===== src/rtl/sar_pkg.sv =====
package sar_pkg;

    parameter int SAR_W = 4;

    typedef struct packed {
        logic load;
        logic accept;
        logic shift;
    } sar_strobe_t;

endpackage


===== src/rtl/sar_mask_unit.sv =====
module sar_mask_unit
    import sar_pkg::*;
#(
    parameter int WIDTH = SAR_W
) (
    input  logic             clk,
    input  logic             rst_n,
    input  sar_strobe_t      strb,
    output logic [WIDTH-1:0] mask_q
);
    localparam logic [WIDTH-1:0] MSB_ONLY = {1'b1, {(WIDTH-1){1'b0}}};

    typedef struct packed {
        logic [WIDTH-1:0] mask;
    } mask_state_t;

    mask_state_t st_d, st_q;

    always_comb begin
        st_d = st_q;
        if (strb.load) begin
            st_d.mask = MSB_ONLY;
        end else if (strb.shift) begin
            st_d.mask = st_q.mask >> 1;
        end
    end

    always_ff @(posedge clk or negedge rst_n) begin
        if (!rst_n) begin
            st_q.mask <= MSB_ONLY;
        end else begin
            st_q <= st_d;
        end
    end

    assign mask_q = st_q.mask;
endmodule


===== src/rtl/sar_accept_unit.sv =====
module sar_accept_unit
    import sar_pkg::*;
#(
    parameter int WIDTH = SAR_W
) (
    input  logic             clk,
    input  logic             rst_n,
    input  sar_strobe_t      strb,
    input  logic [WIDTH-1:0] trial,
    output logic [WIDTH-1:0] acc_q
);
    typedef struct packed {
        logic [WIDTH-1:0] acc;
    } acc_state_t;

    acc_state_t st_d, st_q;

    always_comb begin
        st_d = st_q;
        if (strb.load) begin
            st_d.acc = '0;
        end else if (strb.accept) begin
            st_d.acc = trial;
        end
    end

    always_ff @(posedge clk or negedge rst_n) begin
        if (!rst_n) begin
            st_q.acc <= '0;
        end else begin
            st_q <= st_d;
        end
    end

    assign acc_q = st_q.acc;
endmodule


===== src/rtl/sar_result_unit.sv =====
module sar_result_unit
    import sar_pkg::*;
#(
    parameter int WIDTH = SAR_W
) (
    input  logic             clk,
    input  logic             rst_n,
    input  sar_strobe_t      strb,
    input  logic [WIDTH-1:0] acc,
    output logic [WIDTH-1:0] res_q
);
    typedef struct packed {
        logic [WIDTH-1:0] res;
    } res_state_t;

    res_state_t st_d, st_q;

    always_comb begin
        st_d = st_q;
        if (strb.load) begin
            st_d.res = acc;
        end
    end

    always_ff @(posedge clk or negedge rst_n) begin
        if (!rst_n) begin
            st_q.res <= '0;
        end else begin
            st_q <= st_d;
        end
    end

    assign res_q = st_q.res;
endmodule


===== src/rtl/sar_datapath.sv =====
module sar_datapath
    import sar_pkg::*;
#(
    parameter int WIDTH = SAR_W
) (
    input  logic             clk,
    input  logic             rst_n,
    input  logic             shift_i,
    input  logic             accept_i,
    input  logic             load_i,
    output logic [WIDTH-1:0] trial_o,
    output logic [WIDTH-1:0] result_o,
    output logic             done_o
);
    sar_strobe_t      strb;
    logic [WIDTH-1:0] mask_q;
    logic [WIDTH-1:0] acc_q;
    logic [WIDTH-1:0] trial;

    assign strb.load   = load_i;
    assign strb.accept = accept_i;
    assign strb.shift  = shift_i;

    // Trial code: confirmed bits plus the one bit under test.
    assign trial = acc_q | mask_q;

    sar_mask_unit #(.WIDTH(WIDTH)) u_mask (
        .clk    (clk),
        .rst_n  (rst_n),
        .strb   (strb),
        .mask_q (mask_q)
    );

    sar_accept_unit #(.WIDTH(WIDTH)) u_acc (
        .clk    (clk),
        .rst_n  (rst_n),
        .strb   (strb),
        .trial  (trial),
        .acc_q  (acc_q)
    );

    sar_result_unit #(.WIDTH(WIDTH)) u_res (
        .clk    (clk),
        .rst_n  (rst_n),
        .strb   (strb),
        .acc    (acc_q),
        .res_q  (result_o)
    );

    assign trial_o = trial;
    assign done_o  = ~|mask_q;
endmodule


===== config.mk =====
export PLATFORM = sky130hd
export DESIGN_NAME = sar_datapath
export DESIGN_NICKNAME = d
export VERILOG_FILES = /design/src/rtl/sar_pkg.sv /design/src/rtl/sar_mask_unit.sv /design/src/rtl/sar_accept_unit.sv /design/src/rtl/sar_result_unit.sv /design/src/rtl/sar_datapath.sv
export SDC_FILE = /design/constraint.sdc
export NUM_CORES = 1
export LEC_CHECK = 0
export ABC_AREA = 1
export BUFFER_PORTS_ARGS = -buffer_cell sky130_fd_sc_hd__buf_4
export CAP_MARGIN = 20
export CORE_AREA = 2 2 39 41
export DETAILED_ROUTE_END_ITERATION = 10
export DIE_AREA = 0 0 41 43
export GPL_ROUTABILITY_DRIVEN = 1
export GPL_TIMING_DRIVEN = 1
export HOLD_SLACK_MARGIN = 0.06
export PLACE_DENSITY_LB_ADDON = 0.05
export REMOVE_ABC_BUFFERS = 1
export SETUP_SLACK_MARGIN = 0.4
export SLEW_MARGIN = 0
export SYNTH_ARGS = -nofsm -noshare
export SYNTH_HDL_FRONTEND = slang
export SYNTH_SLANG_ARGS = --single-unit

===== constraint.sdc =====
create_clock -name clk -period 0.9 [get_ports clk]
set_input_delay 0.09 -clock clk [delete_from_list [all_inputs] [get_ports clk]]
set_output_delay 0.09 -clock clk [all_outputs]
set_load 0.02 [all_outputs]

==> run_results.csv <==
group,metric,value,unit
route,firstDrtPassIters,3,
floorplan,die_height,43,um
setup_path,endpoint_kind,"output pin",
synth,syn_area,507,um^2
route,routed_wl,1.08,mm
timing,fmax,0.817,GHz
place,placed_cell_area,666,um^2
route,drc_errors,0,
timing,tightest_slew,254,ps
pwr,finalPower,1.24,mW
floorplan,die-area,1760,um^2
synth,yosys.area.top_type,"dfrtp_1",
final_layout,antenna_cells,0,
route,drt-initial-drc-count,11,
setup_path,cp-start-kind,"flop",
route,wl_per_cell,10.7,um
synth,synth-simple-area-share,32.1,%
timing,tns,-1420,ps
timing,rsz0062_at_grt,"yes",
route,dr_total_vias,460,
final_layout,final-instance-count-excl-fill,101,
timing,timing.final.ws_setup,-325,ps
synth,ys_seq_area_share,59.5,%
synth,synth.area.mux_share,0,%
synth,synth_cells,57,
clock_network,cts_buffers,3,
synth,synth-xor-area-share,0,%
timing,fin_worst_skew,0.532,ps
status,violations,"negative setup slack",
grt,grt_pass1_vias,407,
pwr,ir_worst_vdd,1040,uV
synth,synth_top_family_by_area,"simple AND/OR/NAND/NOR gates",
place,dp_worst_setup_slack,-47.6,ps
final_layout,fill_cells,128,
timing,slew_headroom,83.0,%
grt,overflow,0,
grt,track_usage,14.4,%
clock_network,worst_skew_pair.late_latency,280,ps
flow_run,maxCapViolCount,0,
setup_path,worstPathMaxFanout,4,
grt,antenna_found_initial,0,
place,port_buffers,13,
floorplan,start_util,36.6,%
synth,synthAdderAreaFrac,0,%
place,dp_hpwl,760,um
route,drtAntennaViolNets,0,
final_layout,post-route-util,59.0,%
synth,synth_compound_area_share,5.43,%
timing,fin_crit,1220,ps
synth,ys_types,11,
synth,yosys_warnings,0,
setup_path,crit_required,810,ps
clock_network,htree_levels,1,
setup_path,cp.arrival,1130,ps
timing,setup_viol,5,
clock_network,cts-root-buf,"clkbuf_4",
clock_network,clkSlewWorstSetupHoldPaths,80,ps
setup_path,criticalPathCategory,"flop to output pin",
clock_network,cts_tree,"yes",
synth,synth_top_area_share,54.3,%
status,status,"complete, but fails checks",
grt,grt_max_degree,13,
timing,slew_viol_final,0,
timing,hold_viol,0,
timing,min_period_over_period,136,%
clock_network,clock-sinks,12,
synth,synth-seq-cells,12,
final_layout,nets,91,
final_layout,area_delta_synth_final,61.0,%
hold_path,min_path_type,"input port to flop",
synth,avgSynthCellArea,8.89,um^2
grt,grt_pass1_wl,1.69,mm
pwr,p_per_area,1510,nW/um^2
place,place_inst,92,
route,vias_per_cell,4.55,
synth,ys_top_cells_by_area,"dfrtp_1 (54%), nand2_1 (15%), nor2_1 (8.1%)",
timing,hold_slack,65.2,ps
final_layout,layout-drive-gt1-share,48.2,%
place,gp_congestion,0.715,
floorplan,die_w,41,um
clock_network,clockBufferDepth,2,
floorplan,design.core.area,1380,um^2
final_layout,design_area,816,um^2
pwr,leakagePower,0.439,nW
floorplan,rows,14,
floorplan,io_pins,14,
[timing repair]
item	in CTS	in global routing
gates resized for setup	20	2
setup buffers	3	1
setup endpoints to repair	21	21
hold buffers	1	0
pin swaps	8	5
endpoints found under the hold margin	12	0
[state kept, by name, indices dropped and copies added (netlist names)]
signal,cells
u_mask.mask_q,4
u_res.res_q,4
u_acc.acc_q,4
[routing by layer]
layer	wire, um	track usage, %	share of wire [%]	vias to the layer above
li1	-	-	-	235
met1	504	19.7	47	209
met2	506	20.3	47	12
met3	57	4.71	5.3	4
met4	15	6.00	1.4	0
met5	0	0	0	-
[report_power, final]
group	total (mW)	switching (mW)	internal, mW	leakage [nW]
Combinational	0.217	0.104	0.113	0.257
Sequential	0.579	0.0165	0.563	0.161
Clock	0.440	0.194	0.246	0.0210
Total	1.24	0.314	0.922	0.439
[cells in the mapped netlist]
cell     instances
o21ai_2          2
nand2_1         20
o21ai_0          2
dfrtp_1         11
dfstp_2          1
or2_2            4
nor2_1          11
nand3_1          3
and2_1           1
inv_2            1
buf_6            1
[area by class of cell]
class / count / area (um^2) / area share (%)
inverter: 1 / 3.75 / 0.460
multi-input combinational: 43 / 208 / 25.5
timing repair buffer: 25 / 246 / 30.2
sequential: 12 / 302 / 37.0
clock buffer: 4 / 36.3 / 4.45
tap: 16 / 20.0 / 2.45
[critical path, stage by stage (launching register included)]
cell and delay [ps]:
dfrtp_1 410, or2_2 310, buf_6 130
[path summary, 6_finish.rpt]
kind	start	slack, ps	cells past startpoint	endpoint
max in group asynchronous	rst_n	480	2	u_mask.mask_q[3]
min in group asynchronous	rst_n	190	2	u_res.res_q[3]
hold reg to reg	u_res.res_q[3]	500	2	u_res.res_q[3]
hold / removal	load_i	70	3	u_res.res_q[2]
setup / recovery	u_mask.mask_q[2]	-320	2	trial_o[2]
setup reg to reg	u_mask.mask_q[2]	10	4	u_mask.mask_q[1]
[placed cells by master, fill, tap and decap left out, types with 2 or more instances in the layout]
cell type / n
nand2_1: 16
buf_6: 15
dfrtp_1: 11
nor2_1: 10
buf_4: 9
nand2_2: 4
nand3_1: 3
clkbuf_4: 3
or2_2: 2
o21ai_2: 2
o21ai_0: 2
or2_4: 2
[cells by family after synthesis]
logic type	Yosys count
compound gates	4
buf+inv	2
simple gates	39
flops	12
Power figures use the tool's default switching activity.
